**config.mk**
```make
export PLATFORM = sky130hd
export DESIGN_NAME = task_rsv_table
export DESIGN_NICKNAME = d
export VERILOG_FILES = /design/src/rtl/trt_pkg.sv /design/src/rtl/trt_entry.sv /design/src/rtl/trt_age_pick.sv /design/src/rtl/task_rsv_table.sv
export SDC_FILE = /design/constraint.sdc
export NUM_CORES = 2
export LEC_CHECK = 0
export ABC_AREA = 1
export BUFFER_PORTS_ARGS = -buffer_cell sky130_fd_sc_hd__buf_2
export CELL_PAD_IN_SITES_DETAIL_PLACEMENT = 1
export CELL_PAD_IN_SITES_GLOBAL_PLACEMENT = 1
export CORE_ASPECT_RATIO = 0.8
export CORE_MARGIN = 5
export CORE_UTILIZATION = 30
export CTS_CLUSTER_DIAMETER = 100
export DETAILED_ROUTE_END_ITERATION = 6
export PLACE_DENSITY_LB_ADDON = 0.05
export SETUP_SLACK_MARGIN = 0.05
export SYNTH_ARGS = -nofsm -noshare
export SYNTH_HDL_FRONTEND = slang
export SYNTH_SLANG_ARGS = --single-unit
```
**constraint.sdc**
```tcl
create_clock -name clk -period 3.9 [get_ports clk]
set_clock_uncertainty 0.1 [all_clocks]
set_input_delay 0.78 -clock clk [delete_from_list [all_inputs] [get_ports clk]]
set_output_delay 0.78 -clock clk [all_outputs]
set_load 0.05 [all_outputs]
```
**src/rtl/trt_pkg.sv**
```systemverilog
package trt_pkg;
  // Field select carried in the write address
  typedef enum logic {
    FLD_STAT = 1'b0,
    FLD_VAL  = 1'b1
  } fld_sel_e;

  // Position of the ready flag inside a status write
  localparam int STAT_RDY_BIT = 0;
endpackage

```
**src/rtl/trt_entry.sv**
```systemverilog
module trt_entry #(
  parameter int N_OPND = 8,
  parameter int DATA_W = 32,
  parameter int TAG_W  = 6,
  parameter int PID_W  = 8,
  localparam int OPI_W = $clog2(N_OPND)
) (
  input  logic                     clk,
  input  logic                     rst_n,
  input  logic                     wr_stat_en,
  input  logic                     wr_val_en,
  input  logic [OPI_W-1:0]         wr_idx,
  input  logic [DATA_W-1:0]        wr_data,
  input  logic                     wk_en,
  input  logic [TAG_W-1:0]         wk_tag,
  input  logic [DATA_W-1:0]        wk_data,
  output logic                     all_rdy,
  output logic [N_OPND*DATA_W-1:0] vals,
  output logic [N_OPND*PID_W-1:0]  pids
);
  logic [N_OPND-1:0] rdy_vec;

  for (genvar g = 0; g < N_OPND; g++) begin : g_opnd
    logic              rdy_q, rdy_d;
    logic [PID_W-1:0]  pid_q, pid_d;
    logic [DATA_W-1:0] val_q, val_d;
    logic              sel, hit, upd;

    assign sel = (wr_idx == OPI_W'(g));
    // waiting operand keeps the producer tag in the low bits of its word
    assign hit = wk_en && !rdy_q && (val_q[TAG_W-1:0] == wk_tag);
    assign upd = hit || (sel && (wr_stat_en || wr_val_en));

    always_comb begin
      rdy_d = rdy_q;
      pid_d = pid_q;
      val_d = val_q;
      if (sel && wr_stat_en) begin
        pid_d = wr_data[PID_W:1];
        rdy_d = wr_data[trt_pkg::STAT_RDY_BIT];
      end
      if (sel && wr_val_en) val_d = wr_data;
      if (hit) begin
        rdy_d = 1'b1;
        val_d = wk_data;
      end
    end

    always_ff @(posedge clk or negedge rst_n) begin
      if (!rst_n) begin
        rdy_q <= 1'b0;
        pid_q <= '0;
        val_q <= '0;
      end else if (upd) begin
        rdy_q <= rdy_d;
        pid_q <= pid_d;
        val_q <= val_d;
      end
    end

    assign rdy_vec[g]              = rdy_q;
    assign vals[g*DATA_W +: DATA_W] = val_q;
    assign pids[g*PID_W +: PID_W]   = pid_q;
  end

  assign all_rdy = &rdy_vec;
endmodule

```
**src/rtl/trt_age_pick.sv**
```systemverilog
module trt_age_pick #(
  parameter int N = 4,
  localparam int IDX_W = (N > 1) ? $clog2(N) : 1
) (
  input  logic             clk,
  input  logic             rst_n,
  input  logic             alloc_en,
  input  logic [IDX_W-1:0] alloc_idx,
  input  logic [N-1:0]     cand,
  output logic             pick_vld,
  output logic [IDX_W-1:0] pick_idx
);
  // older_q[i][j] set: slot i was claimed before slot j
  logic [N-1:0][N-1:0] older_q, older_d;
  logic [N-1:0]        win;

  always_comb begin
    older_d = older_q;
    for (int j = 0; j < N; j++) begin
      if (j != int'(alloc_idx)) begin
        older_d[alloc_idx][j] = 1'b0;
        older_d[j][alloc_idx] = 1'b1;
      end
    end
  end

  always_ff @(posedge clk or negedge rst_n) begin
    if (!rst_n)        older_q <= '0;
    else if (alloc_en) older_q <= older_d;
  end

  always_comb begin
    pick_vld = 1'b0;
    pick_idx = '0;
    for (int i = 0; i < N; i++) begin
      win[i] = cand[i];
      for (int j = 0; j < N; j++) begin
        if (j != i && cand[j] && older_q[j][i]) win[i] = 1'b0;
      end
      if (win[i]) begin
        pick_vld = 1'b1;
        pick_idx = IDX_W'(i);
      end
    end
  end
endmodule

```
**src/rtl/task_rsv_table.sv**
```systemverilog
module task_rsv_table #(
  parameter int ENTRIES = 4,
  parameter int N_OPND  = 8,
  parameter int DATA_W  = 32,
  parameter int TAG_W   = 6,
  parameter int PID_W   = 8,
  localparam int ENT_W  = $clog2(ENTRIES),
  localparam int OPI_W  = $clog2(N_OPND),
  localparam int ADDR_W = ENT_W + 1 + OPI_W,
  localparam int CNT_W  = $clog2(ENTRIES + 1)
) (
  input  logic                     clk,
  input  logic                     rst_n,
  input  logic                     wr_en,
  input  logic [ADDR_W-1:0]        wr_addr,
  input  logic [DATA_W-1:0]        wr_data,
  input  logic                     alloc_en,
  input  logic [ENT_W-1:0]         alloc_entry,
  input  logic [TAG_W-1:0]         alloc_tag,
  input  logic                     wk_en,
  input  logic [TAG_W-1:0]         wk_tag,
  input  logic [DATA_W-1:0]        wk_data,
  output logic                     issue_vld,
  output logic [ENT_W-1:0]         issue_entry,
  output logic [TAG_W-1:0]         issue_tag,
  output logic [N_OPND*DATA_W-1:0] issue_vals,
  output logic [N_OPND*PID_W-1:0]  issue_pids,
  input  logic                     issue_take,
  input  logic                     done_en,
  input  logic [ENT_W-1:0]         done_entry,
  output logic [CNT_W-1:0]         free_cnt
);
  import trt_pkg::*;

  logic [ENT_W-1:0] wr_ent;
  fld_sel_e         wr_sel;
  logic [OPI_W-1:0] wr_idx;

  assign wr_ent = wr_addr[ADDR_W-1 -: ENT_W];
  assign wr_sel = fld_sel_e'(wr_addr[OPI_W]);
  assign wr_idx = wr_addr[OPI_W-1:0];

  logic [ENTRIES-1:0]                    rdy_a;
  logic [ENTRIES-1:0][N_OPND*DATA_W-1:0] vals_a;
  logic [ENTRIES-1:0][N_OPND*PID_W-1:0]  pids_a;

  for (genvar e = 0; e < ENTRIES; e++) begin : g_ent
    logic hit_ent;
    assign hit_ent = wr_en && (wr_ent == ENT_W'(e));

    trt_entry #(
      .N_OPND(N_OPND), .DATA_W(DATA_W), .TAG_W(TAG_W), .PID_W(PID_W)
    ) u_ent (
      .clk       (clk),
      .rst_n     (rst_n),
      .wr_stat_en(hit_ent && (wr_sel == FLD_STAT)),
      .wr_val_en (hit_ent && (wr_sel == FLD_VAL)),
      .wr_idx    (wr_idx),
      .wr_data   (wr_data),
      .wk_en     (wk_en),
      .wk_tag    (wk_tag),
      .wk_data   (wk_data),
      .all_rdy   (rdy_a[e]),
      .vals      (vals_a[e]),
      .pids      (pids_a[e])
    );
  end

  // slot bookkeeping: claimed, handed to the element, reorder tag
  logic [ENTRIES-1:0]            busy_q, busy_d;
  logic [ENTRIES-1:0]            sent_q, sent_d;
  logic [ENTRIES-1:0][TAG_W-1:0] tag_q;
  logic [ENTRIES-1:0]            cand;
  logic                          pick_vld;
  logic [ENT_W-1:0]              pick_idx;
  logic                          take_now;

  assign take_now = issue_take && pick_vld;

  always_comb begin
    busy_d = busy_q;
    sent_d = sent_q;
    for (int e = 0; e < ENTRIES; e++) begin
      if (done_en && done_entry == ENT_W'(e)) busy_d[e] = 1'b0;
      if (take_now && pick_idx == ENT_W'(e)) sent_d[e] = 1'b1;
      if (alloc_en && alloc_entry == ENT_W'(e)) begin
        busy_d[e] = 1'b1;
        sent_d[e] = 1'b0;
      end
    end
  end

  always_ff @(posedge clk or negedge rst_n) begin
    if (!rst_n) begin
      busy_q <= '0;
      sent_q <= '0;
    end else begin
      busy_q <= busy_d;
      sent_q <= sent_d;
    end
  end

  always_ff @(posedge clk or negedge rst_n) begin
    if (!rst_n)        tag_q <= '0;
    else if (alloc_en) tag_q[alloc_entry] <= alloc_tag;
  end

  assign cand = busy_q & ~sent_q & rdy_a;

  trt_age_pick #(.N(ENTRIES)) u_pick (
    .clk      (clk),
    .rst_n    (rst_n),
    .alloc_en (alloc_en),
    .alloc_idx(alloc_entry),
    .cand     (cand),
    .pick_vld (pick_vld),
    .pick_idx (pick_idx)
  );

  assign issue_vld   = pick_vld;
  assign issue_entry = pick_idx;
  assign issue_tag   = tag_q[pick_idx];
  assign issue_vals  = vals_a[pick_idx];
  assign issue_pids  = pids_a[pick_idx];

  always_comb begin
    free_cnt = '0;
    for (int e = 0; e < ENTRIES; e++) begin
      if (!busy_q[e]) free_cnt = free_cnt + CNT_W'(1);
    end
  end
endmodule

```
Word level (Yosys, flattened, before mapping)
Cells that the tools add are included.
{"block": "word_totals", "ff_bits": 1360, "input_bits": 93, "out_inout_bits": 332, "elab_cells": 822}
{"block": "op_classes", "n_addsub": 3, "magnitude_cmp": 3, "n_eq_ne": 54, "muxes": 190, "n_bitwise": 16, "reduce_logical": 444}
{"op": "$mux W32", "count": 64}
{"op": "$bmux W256 S2", "count": 1}
{"op": "$mux W256", "count": 1}
{"op": "$logic_and A1 B1 Y1", "count": 198}
{"op": "$eq A6 B6 Y1", "count": 32}
{"op": "$reduce_and A2 Y1", "count": 96}
{"op": "$reduce_bool A2 Y1", "count": 73}
{"op": "$bmux W64 S2", "count": 1}
{"op": "$mux W1", "count": 100}
{"op": "$and A16 B16 Y16", "count": 4}
{"op": "$mux W16", "count": 4}
{"op": "$mux W64", "count": 1}
{"op": "$not A16 Y16", "count": 4}
{"op": "$logic_or A1 B1 Y1", "count": 36}
{"op": "$demux W4 S2", "count": 4}
{"op": "$logic_not A1 Y1", "count": 32}
{"op": "$reduce_and A8 Y1", "count": 4}
{"op": "$bwmux W24", "count": 1}
{"op": "$eq A2 B2 Y1 const B", "count": 8}
{"op": "$or A4 B4 Y4", "count": 4}
{"op": "$bmux W6 S2", "count": 1}
{"op": "$demux W6 S2", "count": 1}
{"op": "$eq A3 B3 Y1 const B", "count": 4}
{"op": "$mux W3", "count": 4}
{"op": "17 further kinds", "count": 32}

Depth between registers and ports, before layout
{"block": "depth", "word_depth": 17, "mapped_depth": 16, "depth_no_buf": 13}

By module
From an unflattened synthesis, not the netlist that was laid out.
{"block": "hier_totals", "cells_unflattened": 11663, "area_unflattened_um2": 79701.4}
{"mod": "trt_entry", "n_inst": 4, "cells_each": 2235, "area_per_inst_um2": 16965.0, "seq_area_each_um2": 8207.9}
{"mod": "task_rsv_table", "n_inst": 1, "cells_each": 2644, "area_per_inst_um2": 11269.6, "seq_area_each_um2": 800.8}
{"mod": "trt_age_pick", "n_inst": 1, "cells_each": 79, "area_per_inst_um2": 571.8, "seq_area_each_um2": 300.3}

Worst setup path after synthesis
No wires, ideal clock.
{"block": "synth_path", "kind": "register -> output", "start": "register sent_q[0]", "end": "output port issue_pids[0]", "t_arrival_ps": 2076, "t_required_ps": 3020, "path_slack_ps": 944, "stages_incl_launch_ff": 15, "n_path_buf": 3, "cell_sequence": "dfrtp_1 > inv_1 > nand2_1 > nor2_1 > nand4_1 > nand2_1 > inv_1 > nand2_1 > buf_2 > buf_2 > clkbuf_1 > nand4_1 > nand2_1 > inv_1 > nand2_1"}
{"block": "synth_between", "elab_chain_len": 12, "elab_cells_between_ends": 20, "classes_between": "mux (14); bitwise (3); reduce/logical (3)"}
{"item": "start, declared", "line_no": "task_rsv_table.sv:71", "source": "logic [ENTRIES-1:0] sent_q, sent_d;"}
{"item": "start signal, assigned", "line_no": "task_rsv_table.sv:99", "source": "sent_q <= sent_d;"}
{"item": "$not A4 Y4 (*)", "line_no": "task_rsv_table.sv:108", "source": "assign cand = busy_q & ~sent_q & rdy_a;"}
{"item": "$and A4 B4 Y4 (*) (2 in a row)", "line_no": "task_rsv_table.sv:108"}
{"item": "$logic_and A1 B1 Y1", "line_no": "trt_age_pick.sv:38", "source": "if (j != i && cand[j] && older_q[j][i]) win[i] = 1'b0;"}
{"item": "$mux W1 (3 in a row)", "line_no": "trt_age_pick.sv:38"}
{"item": "$mux W1", "line_no": "trt_age_pick.sv:40", "source": "if (win[i]) begin"}
{"item": "$mux W2", "line_no": "trt_age_pick.sv:40"}
{"item": "$mux W2 (*)", "line_no": "trt_age_pick.sv:40"}
{"item": "$bmux W64 S2 (*)", "line_no": "task_rsv_table.sv:124", "source": "assign issue_pids = pids_a[pick_idx];"}
{"item": "$mux W64 (implied by the code) (*)", "line_no": "task_rsv_table.sv:124"}
{"item": "end, declared", "line_no": "task_rsv_table.sv:27", "source": "output logic [N_OPND*PID_W-1:0] issue_pids,"}
Mark *: on every way between the ends. The rest lies on a longest branch, timed or not. The select of a mux whose other input is x is not followed.

Final worst setup path
{"block": "layout_path", "start": "register g_ent[2].u_ent.g_opnd[5].rdy_q", "end": "output port issue_vals[195]"}
{"block": "layout_between", "elab_chain_len": 10, "elab_cells_between_ends": 15, "classes_between": "mux (11); bitwise (1); reduce/logical (3)"}
{"item": "start, declared", "line_no": "trt_entry.sv:24", "source": "logic rdy_q, rdy_d;"}
{"item": "start signal, assigned", "line_no": "trt_entry.sv:55", "source": "rdy_q <= rdy_d;"}
{"item": "$reduce_and A8 Y1 (*)", "line_no": "trt_entry.sv:66", "source": "assign all_rdy = &rdy_vec;"}
{"item": "$and A4 B4 Y4 (*)", "line_no": "task_rsv_table.sv:108"}
{"item": "$logic_and A1 B1 Y1", "line_no": "trt_age_pick.sv:38"}
{"item": "$mux W1 (2 in a row)", "line_no": "trt_age_pick.sv:38"}
{"item": "$mux W1", "line_no": "trt_age_pick.sv:40"}
{"item": "$mux W2", "line_no": "trt_age_pick.sv:40"}
{"item": "$mux W2 (*)", "line_no": "trt_age_pick.sv:40"}
{"item": "$bmux W256 S2 (*)", "line_no": "task_rsv_table.sv:123", "source": "assign issue_vals = vals_a[pick_idx];"}
{"item": "$mux W256 (implied by the code) (*)", "line_no": "task_rsv_table.sv:123"}
{"item": "end, declared", "line_no": "task_rsv_table.sv:26", "source": "output logic [N_OPND*DATA_W-1:0] issue_vals,"}
Marks and branches as above.

==> qor.yml <==
status: "complete, but fails checks"
violations: "negative setup slack"
syn_area_um2: 76300
worstSetupStartpoint: "g_ent[2].u_ent.g_opnd[5].rdy_q"
cts_htree_levels: 4
ios: 425
synth_fp_nets: 10600
die_area_um2: 265000
grt_overflow_total: 0
fmax_ghz: 0.231
start_util: 0.302
clkPwrFrac: 0.272
yosys.cell_types.count: 35
grt_pass1_wl_mm: 591
power_density_nw_per_um2: 631
port_buffers: 424
synthArstFlopShare: 1.00
drive_gt1_frac: 0.148
dr.pass1.iters: 6
leakage_nw: 43.1
drc: 0
avgSynthCellArea_um2: 7.26
fin_ws_ns: -0.436
slew_viol_final: 0
r2r_slack_ns: 1.40
antenna_left: 0
clock_path_buffers: 4
startpoint_type: "flip-flop"
netSwitchingFraction: 0.405
hold_depth: 3
clock-sinks: 1356
critPathCapture: "issue_vals[195]"
critical_path.max_stage_delay_ns: 0.89
synth_top_area_frac: 0.445
gp_congestion: 0.892
cts_buffers: 176
dp_hpwl_mm: 269
grt_start_max_net_pins: 112
routed_wl_mm: 419
fin_hold_ws_ns: 0.0903
slowest_stage: "o21ai_0"
synth_cells: 10500
layout.nets: 10800
yosys_warnings: 0
rows: 165
critPathMaxFanout: 7
relSlewSlack: 0.121
critical_path.cell_chain: "nand2_2 > nor2_4 > nand3_2 > inv_2 > nand2_1 > nor2_1 > buf_4 > inv_12 > o21ai_0 > nand2_1 > nand2_1 > buf_6"
yosysSeqAreaShare: 0.445
avgRoutedWirePerCell_um: 29.7
cts_tree: "yes"
dr.first_iter.drc_count: 8068
regToRegStartpoint: "g_ent[0].u_ent.g_opnd[0].rdy_q"
maxCapViolCount: 0
rsz0062_at_grt: "true"
synth_area_leaders: "dfrtp_1 44%, nand3_1 14%, nand2_1 13%, o211ai_1 6.0%, inv_1 4.4%"
syn2layout_area_growth_pct: 24.2
coreArea_um2: 253000
antenna_found_initial: 27
p_switching_mw: 24.2
crit_buf_inv: 4
track_usage: 0.298
grt_pass1_vias: 79900
post_drt_via_cell_ratio: 5.72
fin_setup_tns_ns: -102.69
path_class: "flip-flop to primary output"
cpMostUsedCell: "nand2_1"
post-synth-top-count-cell: "nand2_1"
pwr-share-comb: 0.362
arrival_ns: 3.46
synth_seq_cells: 1356
reg2reg_to: "g_ent[0].u_ent.g_opnd[0].val_q[20]"
power.internal_mw: 35.6
synthTopCellsByCount: "2,640 x nand2_1, 2,126 x nand3_1, 1,356 x dfrtp_1, 900 x inv_1, 715 x clkbuf_1"
yosysTopAreaCell: "dfrtp_1"
clk_latency_ns: 0.87
cp_data_required_time_ns: 3.02
final.min_clock_period_ns: 4.34
reg2reg_depth: 6
cts_root_buf: "clkbuf_16"
die_w_um: 574
timing_hold_violations_final: 0
dp_slack_ns: -0.0266
worstMarginPinSlew_ns: 1.31
synth_edf_count: 0
die_h_um: 461
finalSetupViolCount: 329
clkTransAtPathRegs_ns: 0.06
seqPwrFrac: 0.366
critPathTopFamily: "compound AO/OA/AOI/OAI gates"
vdd_drop_max_uv: 340
vias: 80800
ys_dominant_reg_cell: "dfrtp_1"
fin_crit_sh: 1.11
end_kind: "primary output"
crit_cells: 12
hold_path.class: "input port to flip-flop"
-- sequential cells by signal, summed over array words and instances (netlist names), named ones only --
signal,cells
u_pick.older_q,4
g_ent.u_ent.g_opnd.rdy_q,32
g_ent.u_ent.g_opnd.val_q,1024
sent_q,4
busy_q,4
tag_q,24
g_ent.u_ent.g_opnd.pid_q,256
-- layout make-up --
type	instances	area [um^2]
inverter	976	3690
clock inverter	39	305
multi-input combinational	7168	35700
clock buffer	251	5160
sequential	1356	33900
antenna	8	20.0
tap	3340	4180
fill	30200	158000
timing repair buffer	997	11700
-- per-stage QoR --
stage,power (mW),cells,area [um^2],utilization
detailed placement,41.1,13700,83500,0.330
CTS,58.8,14000,91800,0.363
floorplan,34.0,10500,76300,-
global route,62.8,14100,94700,0.375
finish,59.7,14100,94700,0.375
global placement,40.6,13700,83500,0.330
-- cell usage in the layout, fill, tap and decap left out, types with 12 or more instances in the layout --
cell type and count:
a21oi_1 61, nand3_2 12, nand2_1 2453, buf_4 388
nor3_1 50, buf_16 66, clkinv_2 28, o21ai_1 25
clkbuf_8 44, buf_12 114, clkbuf_1 30, nand2_4 48
buf_8 75, o22ai_1 27, clkbuf_4 41, nor4_1 14
inv_1 885, nor2_1 581, buf_2 142, o221ai_1 94
nand3_1 2114, dfrtp_1 1346, clkinv_1 45, nand2_2 136
nand4_1 376, xor2_1 67, xnor2_1 12, buf_6 125
nor2_4 24, o21ai_0 372, inv_2 44, o211ai_1 610
clkbuf_16 218, nor2_2 49
-- per-layer routing --
layer | part of all wire | track usage
met1 | 0.48 | 0.450
met2 | 0.43 | 0.447
met3 | 0.064 | 0.0425
met4 | 0.026 | 0.0715
met5 | 0.000048 | 0
-- worst min-delay path by stage --
stage	start	to	slack [ns]
2_1_floorplan	u_pick.older_q[12]	u_pick.older_q[12]	0.34
3_3_place_gp	g_ent[3].u_ent.g_opnd[2].val_q[18]	g_ent[3].u_ent.g_opnd[2].val_q[18]	0.36
3_5_place_dp	g_ent[3].u_ent.g_opnd[5].val_q[14]	g_ent[3].u_ent.g_opnd[5].val_q[14]	0.37
4_1_cts	alloc_tag[0]	tag_q[18]	0.03
5_1_grt	alloc_tag[0]	tag_q[18]	0.06
6_report	alloc_tag[5]	tag_q[23]	0.09
-- kinds of logic (layout without fill, tap and decap cells) --
| kind of cell | after synthesis | in the layout | synth area share |
|---|---|---|---|
| adders and majority gates | 3 | 3 | 0.000492 |
| and+or+nand+nor | 5880 | 5880 | 0.339 |
| xor gates and xnor gates | 79 | 79 | 0.00907 |
| other | 0 | 8 | 0 |
| AOI/OAI and AO/OA | 1206 | 1206 | 0.105 |
| DFF | 1356 | 1356 | 0.445 |
| buffers and inverters | 1987 | 2263 | 0.102 |
-- what timing repair did --
| item | 4_1_cts | 5_1_grt |
|---|---|---|
| cloned | 29 | 48 |
| hold endpoints to repair | 38 | 0 |
| pin swaps | 19 | 53 |
| hold buffers | 1 | 0 |
| buffers inserted | 37 | 34 |
| resized for setup | 443 | 594 |
| setup endpoints to repair | 330 | 330 |
-- power by group through the flow --
stage          clock network [mW]  logic, mW  registers (mW)
2_1_floorplan                   0       13.3            20.7
3_3_place_gp                    0       18.7            21.9
3_5_place_dp                    0       19.1            22.0
4_1_cts                      16.6       20.4            21.8
5_1_grt                      17.1       23.3            22.3
6_report                     16.3       21.6            21.9
-- worst reg2reg max path: stages (launching register included) --
cell,delay [ns]
dfrtp_1,0.41
or2_0,0.39
nor4_1,0.55
nand2_4,0.25
buf_12,0.26
nand3_1,0.30
o211ai_1,0.10
Note: power is estimated with default switching activity, not from simulation.
